## src/rtl/tsl_pkg.sv

```systemverilog
package tsl_pkg;
  typedef enum logic [1:0] {
    VER_NONE = 2'd0,
    VER_ONE  = 2'd1,
    VER_TWO  = 2'd2,
    VER_RSVD = 2'd3
  } sync_ver_e;

  // bit4 tx irq enable, bits3:2 version, bit1 udp, bit0 enable
  typedef struct packed {
    logic      tx_irq_en;
    sync_ver_e ver;
    logic      udp_en;
    logic      enable;
  } ctrl_t;

  localparam int CTRL_W      = $bits(ctrl_t);
  localparam int STAT_TX_BIT = 16;
  localparam int ADDR_CTRL   = 0;
  localparam int ADDR_STAT   = 1;
  localparam int ADDR_TX_LO  = 2;
  localparam int ADDR_TX_HI  = 3;
  localparam int ADDR_RX_0   = 4;

  function automatic logic rx_allowed(ctrl_t c);
    return c.enable && ((c.ver == VER_TWO) || (c.ver == VER_ONE && c.udp_en));
  endfunction
endpackage

```

## src/rtl/tsl_slot.sv

```systemverilog
module tsl_slot #(
  parameter int TS_W = 64
) (
  input  logic            clk,
  input  logic            rst_n,
  input  logic            set,
  input  logic            clr,
  input  logic [TS_W-1:0] time_in,
  output logic            busy,
  output logic [TS_W-1:0] stamp
);
  always_ff @(posedge clk) begin
    if (!rst_n) begin
      busy  <= 1'b0;
      stamp <= '0;
    end else if (set) begin
      busy  <= 1'b1;
      stamp <= time_in;
    end else if (clr) begin
      busy  <= 1'b0;
    end
  end


  no_overwrite_chk: assert property (@(posedge clk) disable iff (!rst_n)
    set |-> !busy);

  hi_read_frees_chk: assert property (@(posedge clk) disable iff (!rst_n)
    (clr && !set) |=> !busy);

  stamp_hold_chk: assert property (@(posedge clk) disable iff (!rst_n)
    (busy && !set) |=> (stamp == $past(stamp)));
endmodule

```

## src/rtl/tsl_alloc.sv

```systemverilog
module tsl_alloc #(
  parameter int N_SLOTS = 4,
  localparam int SW = $clog2(N_SLOTS)
) (
  input  logic               clk,
  input  logic               rst_n,
  input  logic [N_SLOTS-1:0] busy,
  input  logic               gate,
  output logic               ready,
  output logic [SW-1:0]      idx
);
  always_comb begin
    idx = '0;
    for (int i = N_SLOTS - 1; i >= 0; i--) begin
      if (!busy[i]) idx = SW'(i);
    end
  end

  assign ready = gate && !(&busy);


  free_pick_chk: assert property (@(posedge clk) disable iff (!rst_n)
    ready |-> !busy[idx]);

  full_block_chk: assert property (@(posedge clk) disable iff (!rst_n)
    (&busy) |-> !ready);
endmodule

```

## src/rtl/tsl_regs.sv

```systemverilog
module tsl_regs
  import tsl_pkg::*;
#(
  parameter int N_SLOTS = 4,
  parameter int DW      = 32,
  localparam int TS_W   = 2 * DW,
  localparam int AW     = $clog2(ADDR_RX_0 + 2 * N_SLOTS)
) (
  input  logic                         clk,
  input  logic                         rst_n,
  input  logic                         host_wr,
  input  logic                         host_rd,
  input  logic [AW-1:0]                host_addr,
  input  logic [DW-1:0]                host_wdata,
  output logic [DW-1:0]                host_rdata,
  input  logic [N_SLOTS-1:0]           rx_busy,
  input  logic [N_SLOTS-1:0][TS_W-1:0] rx_stamp,
  input  logic                         tx_busy,
  input  logic [TS_W-1:0]              tx_stamp,
  output logic [N_SLOTS-1:0]           rx_free,
  output logic                         tx_free,
  output ctrl_t                        ctrl
);
  logic [DW-1:0] rd_next;

  always_ff @(posedge clk) begin
    if (!rst_n) ctrl <= '0;
    else if (host_wr && host_addr == AW'(ADDR_CTRL)) ctrl <= ctrl_t'(host_wdata[CTRL_W-1:0]);
  end

  always_comb begin
    rd_next = '0;
    if (host_addr == AW'(ADDR_CTRL)) rd_next[CTRL_W-1:0] = ctrl;
    if (host_addr == AW'(ADDR_STAT)) begin
      rd_next[N_SLOTS-1:0] = rx_busy;
      rd_next[STAT_TX_BIT] = tx_busy;
    end
    if (host_addr == AW'(ADDR_TX_LO)) rd_next = tx_stamp[DW-1:0];
    if (host_addr == AW'(ADDR_TX_HI)) rd_next = tx_stamp[TS_W-1:DW];
    for (int i = 0; i < N_SLOTS; i++) begin
      if (host_addr == AW'(ADDR_RX_0 + 2 * i))     rd_next = rx_stamp[i][DW-1:0];
      if (host_addr == AW'(ADDR_RX_0 + 2 * i + 1)) rd_next = rx_stamp[i][TS_W-1:DW];
    end
  end

  always_ff @(posedge clk) begin
    if (!rst_n) host_rdata <= '0;
    else if (host_rd) host_rdata <= rd_next;
  end

  genvar g;
  generate
    for (g = 0; g < N_SLOTS; g++) begin : g_free
      assign rx_free[g] = host_rd && host_addr == AW'(ADDR_RX_0 + 2 * g + 1);
    end
  endgenerate
  assign tx_free = host_rd && host_addr == AW'(ADDR_TX_HI);


  ctrl_only_write_chk: assert property (@(posedge clk) disable iff (!rst_n)
    (host_wr && host_addr != AW'(ADDR_CTRL)) |=> ctrl == $past(ctrl));
endmodule

```

## src/rtl/rx_ts_latch.sv

```systemverilog
module rx_ts_latch
  import tsl_pkg::*;
#(
  parameter int N_SLOTS = 4,
  parameter int DW      = 32,
  localparam int TS_W   = 2 * DW,
  localparam int SW     = $clog2(N_SLOTS),
  localparam int AW     = $clog2(ADDR_RX_0 + 2 * N_SLOTS)
) (
  input  logic            clk,
  input  logic            rst_n,
  input  logic [TS_W-1:0] time_in,
  input  logic            rx_req_valid,
  output logic            rx_req_ready,
  output logic [SW-1:0]   rx_slot,
  input  logic            tx_req_valid,
  output logic            tx_req_ready,
  output logic            tx_irq,
  input  logic            host_wr,
  input  logic            host_rd,
  input  logic [AW-1:0]   host_addr,
  input  logic [DW-1:0]   host_wdata,
  output logic [DW-1:0]   host_rdata
);
  ctrl_t                        ctrl;
  logic [N_SLOTS-1:0]           rx_busy, rx_free, rx_set;
  logic [N_SLOTS-1:0][TS_W-1:0] rx_stamp;
  logic                         tx_busy, tx_free, tx_set;
  logic [TS_W-1:0]              tx_stamp;

  tsl_alloc #(.N_SLOTS(N_SLOTS)) u_alloc (
    .clk(clk), .rst_n(rst_n), .busy(rx_busy), .gate(rx_allowed(ctrl)),
    .ready(rx_req_ready), .idx(rx_slot)
  );

  genvar g;
  generate
    for (g = 0; g < N_SLOTS; g++) begin : g_slot
      assign rx_set[g] = rx_req_valid && rx_req_ready && (rx_slot == SW'(g));
      tsl_slot #(.TS_W(TS_W)) u_slot (
        .clk(clk), .rst_n(rst_n), .set(rx_set[g]), .clr(rx_free[g]),
        .time_in(time_in), .busy(rx_busy[g]), .stamp(rx_stamp[g])
      );
    end
  endgenerate

  assign tx_req_ready = ctrl.enable && !tx_busy;
  assign tx_set       = tx_req_valid && tx_req_ready;

  tsl_slot #(.TS_W(TS_W)) u_tx (
    .clk(clk), .rst_n(rst_n), .set(tx_set), .clr(tx_free),
    .time_in(time_in), .busy(tx_busy), .stamp(tx_stamp)
  );

  assign tx_irq = tx_busy && ctrl.tx_irq_en;

  tsl_regs #(.N_SLOTS(N_SLOTS), .DW(DW)) u_regs (
    .clk(clk), .rst_n(rst_n), .host_wr(host_wr), .host_rd(host_rd),
    .host_addr(host_addr), .host_wdata(host_wdata), .host_rdata(host_rdata),
    .rx_busy(rx_busy), .rx_stamp(rx_stamp), .tx_busy(tx_busy),
    .tx_stamp(tx_stamp), .rx_free(rx_free), .tx_free(tx_free), .ctrl(ctrl)
  );


  rx_stamp_taken_chk: assert property (@(posedge clk) disable iff (!rst_n)
    (rx_req_valid && rx_req_ready) |=>
      (rx_busy[$past(rx_slot)] && rx_stamp[$past(rx_slot)] == $past(time_in)));

  one_new_slot_chk: assert property (@(posedge clk) disable iff (!rst_n)
    $countones(rx_busy & ~$past(rx_busy)) <= 1);

  tx_stamp_taken_chk: assert property (@(posedge clk) disable iff (!rst_n)
    (tx_req_valid && tx_req_ready) |=> (tx_busy && tx_stamp == $past(time_in)));

  rx_gate_chk: assert property (@(posedge clk) disable iff (!rst_n)
    (!ctrl.enable || ctrl.ver == VER_NONE || ctrl.ver == VER_RSVD) |-> !rx_req_ready);
endmodule

```

## config.mk

```make
export PLATFORM = sky130hd
export DESIGN_NAME = rx_ts_latch
export DESIGN_NICKNAME = d
export VERILOG_FILES = /design/src/rtl/tsl_pkg.sv /design/src/rtl/tsl_slot.sv /design/src/rtl/tsl_alloc.sv /design/src/rtl/tsl_regs.sv /design/src/rtl/rx_ts_latch.sv
export SDC_FILE = /design/constraint.sdc
export NUM_CORES = 1
export LEC_CHECK = 0
export BUFFER_PORTS_ARGS = -buffer_cell sky130_fd_sc_hd__clkbuf_2
export CAP_MARGIN = 20
export CORE_MARGIN = 3
export CORE_UTILIZATION = 40
export DETAILED_ROUTE_END_ITERATION = 10
export HOLD_SLACK_MARGIN = 0.12
export SYNTH_ARGS = -nofsm -noshare
export SYNTH_HDL_FRONTEND = slang
export SYNTH_SLANG_ARGS = --single-unit
```

## constraint.sdc

```tcl
create_clock -name clk -period 4.2 [get_ports clk]
set_input_delay 0.84 -clock clk [delete_from_list [all_inputs] [get_ports clk]]
set_output_delay 0.84 -clock clk [all_outputs]
set_load 0.03 [all_outputs]
```

* Yosys cells after proc, flatten, opt, wreduce, memory -nomap -nowiden
Cells that the tools add are included.
Widths: inputs -> output; s select.
** Word-level totals
- Bits in read-only memories :: 0
- RAM bits :: 0
- Memories kept :: 0
- Logic and storage cells :: 86
- Latch bits :: 0
- Register bits after elaboration :: 362
** Cells by class
- Equality and inequality tests :: 16
- Reduce and logical (&&, ||, !) cells :: 28
- Magnitude comparators :: 0
- Muxes and demuxes :: 27
- Bitwise logic cells :: 0
- $mul :: 0
- Add/sub/neg operators :: 0
- Div/mod/pow operators :: 0
- Shift operators :: 0
** Operators by type and width (count)
- $mux 32 :: 10
- $logic_and 1x1->1 :: 17
- $eq 4x3->1 const B :: 4
- $eq 4x4->1 const B :: 4
- $mux 1 :: 11
- $reduce_bool 2->1 :: 5
- $eq 4x2->1 const B :: 2
- $mux 2 :: 4
- $eq 2x2->1 const B :: 3
- $mux 5 :: 1
- $eq 2x1->1 const B :: 2
- $eq 4x1->1 const B :: 1
- $logic_not 4->1 :: 1
- $mux 4 :: 1
- $reduce_and 4->1 :: 1
- $logic_not 1->1 :: 2
- $logic_not 2->1 :: 1
- $logic_or 1x1->1 :: 1

* Depth between registers and ports, before layout
Gate-level depths: netlist of run 1.
- Depth after elaboration :: 13
- Gate-level depth with buffers :: 9
- Gate-level depth less buffers :: 5

* By module
A second synthesis of run 1 with hierarchy kept.
** Second synthesis, totals
- Cells, all modules :: 1730
- Area, all modules :: 17465.5 um2
** By module, submodules not included
- tsl_slot :: instances 5, area an instance 2497.4 um2, seq. area each 1301.2 um2, cells an instance 209
- tsl_regs :: instances 1, area an instance 4863.4 um2, seq. area each 740.7 um2, cells an instance 666
- rx_ts_latch :: instances 1, area an instance 81.3 um2, seq. area each 0.0 um2, cells an instance 13
- tsl_alloc :: instances 1, area an instance 33.8 um2, seq. area each 0.0 um2, cells an instance 6

* Worst setup path after synthesis of run 1
Ideal clock, no wire load.
- Path kind :: input -> register
- Start :: input port host_addr[0]
- End :: register u_regs.host_rdata[2]
- Library setup time :: 0.126 ns
- Required time :: 4.074 ns
- Data arrival time :: 2.105 ns
- Buffers on the path :: 2
- Cell stages on the path :: 7
- Slack :: 1.969 ns
- Path through :: buf_2 -> clkbuf_1 -> mux2_2 -> a221oi_1 -> nor2_1 -> o21ai_0 -> a31oi_1
** Between the ends
- Cells in the longest elaborated chain, start to end :: 13
** Ends and longest elaborated chain
- start: declaration :: line rx_ts_latch.sv:21 : input logic [AW-1:0] host_addr,
- $logic_not 4->1 :: line tsl_regs.sv:33 : if (host_addr == AW'(ADDR_CTRL)) rd_next[CTRL_W-1:0] = ctrl;
- $mux 5 :: line tsl_regs.sv:33
- $mux 4 :: line tsl_regs.sv:34 : if (host_addr == AW'(ADDR_STAT)) begin
- $mux 32 :: line tsl_regs.sv:38 : if (host_addr == AW'(ADDR_TX_LO)) rd_next = tx_stamp[DW-1:0];
- $mux 32 :: line tsl_regs.sv:39 : if (host_addr == AW'(ADDR_TX_HI)) rd_next = tx_stamp[TS_W-1:DW];
- $mux 32 :: line tsl_regs.sv:41 : if (host_addr == AW'(ADDR_RX_0 + 2 * i)) rd_next = rx_stamp[i][DW-1:0];
- $mux 32 :: line tsl_regs.sv:42 : if (host_addr == AW'(ADDR_RX_0 + 2 * i + 1)) rd_next = rx_stamp[i][TS_W-1:DW];
- $mux 32 :: line tsl_regs.sv:41
- $mux 32 :: line tsl_regs.sv:42
- $mux 32 :: line tsl_regs.sv:41
- $mux 32 :: line tsl_regs.sv:42
- $mux 32 :: line tsl_regs.sv:41
- $mux 32 (*) :: line tsl_regs.sv:42
- end signal: assignment :: line tsl_regs.sv:48 : else if (host_rd) host_rdata <= rd_next;
- end: declaration :: line tsl_regs.sv:15 : output logic [DW-1:0] host_rdata,
Every way passes the cells marked *; elsewhere a longest branch is shown, timed or not.
A chain may end at the register's enable or synchronous reset.

* Final worst setup path of run 1
- Start :: register u_regs.ctrl[3] (netlist name)
- End :: register g_slot[1].u_slot.stamp[41]
** Between the ends
- Cells in the longest elaborated chain, start to end :: 7
** Ends and longest elaborated chain
- $eq 2x1->1 :: line tsl_pkg.sv:26 : return c.enable && ((c.ver == VER_TWO) || (c.ver == VER_ONE && c.udp_en));
- $logic_and 1x1->1 :: line tsl_pkg.sv:26
- $logic_or 1x1->1 (*) :: line tsl_pkg.sv:26
- $logic_and 1x1->1 (*) :: line tsl_pkg.sv:26
- $logic_and 1x1->1 (*) :: line tsl_alloc.sv:19 : assign ready = gate && !(&busy);
- $logic_and 1x1->1 (*) (2 in series) :: line rx_ts_latch.sv:39 : assign rx_set[g] = rx_req_valid && rx_req_ready && (rx_slot == SW'(g));
- end signal: assignment :: line tsl_slot.sv:18 : stamp <= time_in;
- end: declaration :: line tsl_slot.sv:10 : output logic [TS_W-1:0] stamp
Marked as above.

==> results of run 1 <==
layout make-up:
type	instances	area [sq um]
diodes	2	5.00
clock buffers	58	1180
clock inverters	8	101
fillers	3846	20900
inverters	8	30.0
multi-input cells	1389	7940
flip-flops and latches	362	7250
well taps	518	648
repair buffers	158	1050
per-layer routing:
layer / track usage / up-vias / share of wire
met5: 0 / - / 0.0012
met4: 0.0592 / 8 / 0.022
met3: 0.0479 / 81 / 0.082
met2: 0.381 / 449 / 0.45
met1: 0.315 / 6582 / 0.44
li1: - / 6770 / -
flip-flops by register name, indices dropped and copies added, names as in the netlist:
signal and flops:
u_tx.busy 1, u_regs.ctrl 5, u_regs.host_rdata 32, g_slot.u_slot.stamp 256, g_slot.u_slot.busy 4, u_tx.stamp 64
metrics by stage:
step	utilization	power, W	hold slack (ns)	cells
global placement	0.433	0.00404	0.441	2435
finish	0.465	0.00742	0.454	2503
global route	0.465	0.00765	0.467	2501
floorplan	-	0.00382	0.432	1929
detailed placement	0.433	0.00404	0.446	2435
CTS	0.465	0.00747	0.454	2501
worst min path at each step:
stage          cells after the start  slack [ns]                                       to
2_1_floorplan                      2        0.43  g_slot[2].u_slot.stamp[60]$_SDFFE_PN0P_
3_3_place_gp                       2        0.44  g_slot[2].u_slot.stamp[52]$_SDFFE_PN0P_
3_5_place_dp                       2        0.45   g_slot[3].u_slot.stamp[8]$_SDFFE_PN0P_
4_1_cts                            2        0.45   g_slot[3].u_slot.stamp[8]$_SDFFE_PN0P_
5_1_grt                            2        0.47  g_slot[1].u_slot.stamp[59]$_SDFFE_PN0P_
6_report                           2        0.45   g_slot[3].u_slot.stamp[8]$_SDFFE_PN0P_
placed cells by master, fill, tap and decap left out, types with 4 or more instances in the layout:
cell	instances
clkbuf_16	41
o2bb2ai_1	6
clkbuf_1	8
clkbuf_8	9
o22ai_1	18
nand2_1	488
nand3_1	129
clkbuf_2	113
mux2_2	42
a32o_1	5
nand2b_1	7
inv_1	6
o21ai_0	144
mux2i_1	51
a21boi_1	23
a221oi_1	4
a21boi_0	175
buf_12	11
nor3_1	29
a22oi_1	26
dfxtp_1	362
buf_4	33
a21oi_1	29
o21ai_2	5
nor2b_1	16
nor2_1	61
a31oi_1	10
o21ai_1	5
and2_1	4
a32oi_1	4
o211ai_1	9
a211oi_1	9
o221ai_1	31
nand3_2	5
cell families after synthesis:
kind of cell    after synthesis  synth area share
flops                       362             0.454
compound gates              528             0.225
mux                          96            0.0658
buf+inv                     178            0.0505
simple gates                765             0.205
where the power goes:
group	switching, W	total [W]	internal (W)
sequential	0.0000137	0.00347	0.00345
clock	0.00138	0.00345	0.00206
combinational	0.000344	0.000505	0.000161
total	0.00174	0.00742	0.00568
worst max-delay path: cells and delay by family (launching register included):
kind | cells | cell delay, ns
compound gates | 2 | 0.50
simple gates | 2 | 1.13
flops | 1 | 0.36
buf+inv | 1 | 0.57
==> key figures, run 1 <==
Status
  • Status: complete, no violations

Place
  • Cell Area, Placed: 0.0169 sq mm
  • Detailed Place HPWL: 29,900 um
  • I/O Buffers: 115
  • Setup slack at placement: 1.06 ns
  • Placer Congestion: 0.815

Routing
  • Router iterations before antenna repair: 6
  • Initial DRC Count: 1,193
  • Vias/cell: 5.55
  • Wirelength per Cell: 20.0 um
  • Routed vias: 13,900
  • Post-route ant nets: 0
  • Overall routed net length: 50,000 um
  • DRC viols: 0

CTS
  • Post-CTS sizing: 0
  • Htree depth: 2
  • Root Driver: clkbuf_16
  • Clock Latency Late Sink: 0.54 ns
  • Sink Count: 362
  • Post-CTS Setup Repair Bufs: 0
  • Clk slew on worst S/H paths: 0.06 ns
  • CTS tree: done
  • Clock Tree Buf Depth: 3
  • CTS Buf Count: 40
  • Hold buffer count at cts: 0

Critical path
  • CP Capture Type: flip-flop
  • Worst R2R Start: u_regs.ctrl[3]$_SDFFE_PN0P_
  • R2R depth: 5
  • CP max stage delay: 0.88 ns
  • Critical Path Source: u_regs.ctrl[3]$_SDFFE_PN0P_
  • Slowest cell on crit path: or3b_4
  • Req. time, crit path: 4.59 ns
  • Worst path arrival time: 3.14 ns
  • Critical Path End: g_slot[1].u_slot.stamp[41]$_SDFFE_PN0P_
  • Reg2reg end: g_slot[1].u_slot.stamp[41]$_SDFFE_PN0P_
  • Worst-path cell chain: and3b_2 -> o211ai_4 -> or3b_4 -> buf_4 -> o21ai_0
  • WS Path Type: reg2reg
  • R2R setup slack: 1.45 ns
  • Crit start category: flip-flop
  • Largest fanout on the critical path: 84

Power and ir drop
  • Power per cell area: 408 mW/mm^2
  • LEAKAGE: 6.45 nW
  • Peak VDD IR: 0.224 mV

Flow run
  • Max_cap viols: 0

STA
  • Final Max Tran Viols: 0
  • Worst slew pin tran: 1.05 ns
  • Skew final: 0.0150 ns
  • Worst Slack Setup Final: 1.45 ns
  • Setup tns final: 0 ns
  • Crit share post-route: 0.655
  • Peak Freq: 363 MHz
  • Tmin final: 2.75 ns
  • RSZ-0062 raised after global routing: false
  • Slew margin rel.: 0.298
  • # setup viols final: 0
  • Final Hold Viols: 0

Logic synthesis
  • Top FF cell, synth: dfxtp_1
  • Synthesized area per cell: 8.28 sq um
  • Syn nets: 2,035
  • Mapped Area: 0.0160 sq mm
  • Most frequent cell after synthesis: nand2_1
  • Post-synth EDFFs: 0
  • Ys async rst share: 0
  • Yosys warnings: 0
  • FF+latch count, synth: 362
  • Unique masters post-synth: 65
  • Largest cells by area after synthesis: dfxtp_1, nand2_1, a21boi_0
  • Mapped Cells: 1,929
  • Synth area leader: dfxtp_1
  • Top cell type's share of synthesized area: 0.454
  • Register area share after synthesis: 0.454
  • Post-synth top cells: nand2_1, dfxtp_1, a21boi_0, o21ai_0, nand3_1

GRT
  • Wire length of the first global-routing pass: 77,700 um
  • Total gr overflow: 0
  • Largest net degree at the start of global routing: 130
  • Vias in the first global route: 13,500
  • GRT Total Usage: 0.233
  • Initial antenna violation count: 6

Floorplan
  • Ports: 143
  • Row cnt: 72
  • Chip Height: 206 um
  • Die width: 206 um
  • Full die area: 0.0424 sq mm
  • Starting density of the core: 0.409
  • Core area: 0.0391 sq mm

Cells and area
  • Fin nets: 2,065
  • Fraction of layout cells with a size suffix above 1: 0.143
  • Fin area: 0.0182 sq mm
  • P&R area growth vs syn: 13.9%

Hold path
  • Worst min-delay path startpoint: g_slot[3].u_slot.stamp[8]$_SDFFE_PN0P_
  • Hold Crit Class: reg2reg
No activity file was read; power rests on OpenSTA's default activity.
==> inputs of run 2 (changes only) <==
==> constraint.sdc (replaced) <==
create_clock -name clk -period 2.7 [get_ports clk]
set_input_delay 0.54 -clock clk [delete_from_list [all_inputs] [get_ports clk]]
set_output_delay 0.54 -clock clk [all_outputs]
set_load 0.03 [all_outputs]
==> run 2 against run 1 <==
Net effect: combinational power increased by 63%; sequential cell count stayed put; largest cell class unchanged; routed wire length rose by 0.26%; global-route usage is 0.094 points higher; die area did not move; largest power group is now clock; sequential share of layout area is 0.94 points lower; setup slack got worse by 1.1 ns; cell count increased by 1.4%; clock power grew 67%; clock skew is 0.0035 ns higher; critical path depth is 2 lower.
==> key figures, run 2 (synthesis results as in run 1) <==
Status
  • Status: complete, no violations

Cells and area
  • P&R area growth vs syn: 16.6%
  • Most common cell after layout, fill and taps aside: nand2_1
  • Fin nets: 2,098
  • Fin area: 0.0186 sq mm
  • Number of flip-flops in the largest register: 256
  • Most frequent cells in the layout: nand2_1, dfxtp_1, a21boi_0
  • Fraction of layout cells with a size suffix above 1: 0.159
  • Top Registers: g_slot.u_slot.stamp (256), u_tx.stamp (64), u_regs.host_rdata (32)
  • Top reg by flops: g_slot.u_slot.stamp
  • # fillers: 3,820

Critical path
  • WS Path Type: reg2out
  • Crit start category: flip-flop
  • Reg2reg end: g_slot[2].u_slot.stamp[11]$_SDFFE_PN0P_
  • R2R setup slack: 0.71 ns
  • Worst path arrival time: 1.83 ns
  • Largest fanout on the critical path: 7
  • CP max stage delay: 0.56 ns
  • Worst R2R Start: u_regs.ctrl[3]$_SDFFE_PN0P_
  • Crit. path cell count: 3
  • Req. time, crit path: 2.16 ns
  • Critical Path End: rx_slot[0]
  • CP Buf/Inv Count: 1
  • R2R depth: 6
  • Slowest cell on crit path: dfxtp_1
  • Critical Path Source: g_slot[2].u_slot.busy$_SDFFE_PN0P_
  • CP Capture Type: primary output
  • Worst path top cell family by delay: flip-flops
  • Worst-path cell chain: nand2b_1 -> a21boi_0 -> clkbuf_2

Place
  • Setup slack at placement: 0.295 ns
  • Cell Area, Placed: 0.0172 sq mm
  • Detailed Place HPWL: 31,700 um
  • Placer Congestion: 0.833
  • I/O Buffers: 115

GRT
  • GRT Max-Usage Layer: met2
  • Total gr overflow: 0
  • Wire length of the first global-routing pass: 78,100 um
  • Largest net degree at the start of global routing: 130
  • GR Layer Usage met3: 0.0422
  • Vias in the first global route: 13,500
  • Initial antenna violation count: 7
  • M1 GR Usage: 0.324
  • GRT Total Usage: 0.234
  • Met2 GRT Util: 0.377

Floorplan
  • Chip Height: 206 um
  • Row cnt: 72
  • Die width: 206 um
  • Ports: 143
  • Full die area: 0.0424 sq mm
  • Starting density of the core: 0.409
  • Core area: 0.0391 sq mm

CTS
  • Htree depth: 2
  • Hold buffer count at cts: 0
  • Post-CTS sizing: 0
  • Clock Tree Buf Depth: 3
  • Clock Latency Late Sink: 0.54 ns
  • Post-CTS Setup Repair Bufs: 0
  • Clk slew on worst S/H paths: 0.06 ns
  • Root Driver: clkbuf_16
  • Sink Count: 362
  • CTS Buf Count: 40
  • CTS tree: done

Power and ir drop
  • Power per cell area: 643 mW/mm^2
  • LEAKAGE: 6.68 nW
  • Peak VDD IR: 0.424 mV

STA
  • Tmin final: 2.37 ns
  • Slew margin rel.: 0.485
  • RSZ-0062 raised after global routing: false
  • Skew final: 0.0185 ns
  • Peak Freq: 423 MHz
  • Worst Slack Setup Final: 0.334 ns
  • Final Max Tran Viols: 0
  • Crit share post-route: 0.876
  • # setup viols final: 0
  • Setup tns final: 0 ns
  • Worst slew pin tran: 0.772 ns
  • Final Hold Viols: 0

Routing
  • Initial DRC Count: 1,276
  • Post-route ant nets: 0
  • Routed vias: 14,100
  • Wirelength per Cell: 19.7 um
  • Router iterations before antenna repair: 5
  • Overall routed net length: 50,100 um
  • Vias/cell: 5.56
  • DRC viols: 0

Hold path
  • Hold Crit Class: in2reg

Flow run
  • Max_cap viols: 0
run 2: metrics by stage:
| stage | hold WS (ns) | power (W) | std cells | utilization |
|---|---|---|---|---|
| after floorplan | 0.432 | 0.00595 | 1929 | - |
| after global placement | 0.440 | 0.00632 | 2468 | 0.441 |
| after detailed placement | 0.447 | 0.00632 | 2468 | 0.441 |
| after CTS | 0.257 | 0.0121 | 2536 | 0.476 |
| after global routing | 0.266 | 0.0123 | 2537 | 0.477 |
| final | 0.258 | 0.0120 | 2539 | 0.477 |
run 2: cell type report:
cell class	instances	area (sq um)	share of cell area
Inverter	8	30.0	0.00161
Multi-Input combinational cell	1389	7940	0.426
Antenna cell	3	7.51	0.000403
Clock buffer	60	1220	0.0653
Clock inverter	8	176	0.00947
Sequential cell	362	7250	0.389
Tap cell	518	648	0.0348
Timing Repair Buffer	191	1370	0.0736
run 2: worst min path at each step:
stage / cells past startpoint / end / slack, ns / startpoint
after floorplan: 2 / g_slot[2].u_slot.stamp[60]$_SDFFE_PN0P_ / 0.43 / g_slot[2].u_slot.stamp[60]$_SDFFE_PN0P_
after global placement: 2 / g_slot[3].u_slot.stamp[19]$_SDFFE_PN0P_ / 0.44 / g_slot[3].u_slot.stamp[19]$_SDFFE_PN0P_
after detailed placement: 2 / g_slot[2].u_slot.stamp[3]$_SDFFE_PN0P_ / 0.45 / g_slot[2].u_slot.stamp[3]$_SDFFE_PN0P_
after CTS: 3 / u_regs.ctrl[3]$_SDFFE_PN0P_ / 0.26 / host_wdata[3]
after global routing: 3 / u_regs.ctrl[0]$_SDFFE_PN0P_ / 0.27 / host_wdata[0]
final: 3 / u_regs.ctrl[0]$_SDFFE_PN0P_ / 0.26 / host_wdata[0]
run 2: tightest hold or removal path: cells and delay by family:
kind	cells	cell delay [ns]
AND/OR/NAND/NOR	1	0.09
multiplexers	1	0.05
buffers and inverters	1	0.08
run 2: report_power, final:
part           leakage, nW  internal [W]  switching, W  total, W
sequential            2.92       0.00537     0.0000223   0.00539
combinational         3.08      0.000281      0.000543  0.000824
clock                0.684       0.00358       0.00219   0.00577
run 2: metal layers:
metal	vias up	share of wire
met5	-	0.0011
met1	6776	0.45
li1	6834	-
met4	8	0.024
met2	428	0.45
met3	83	0.068
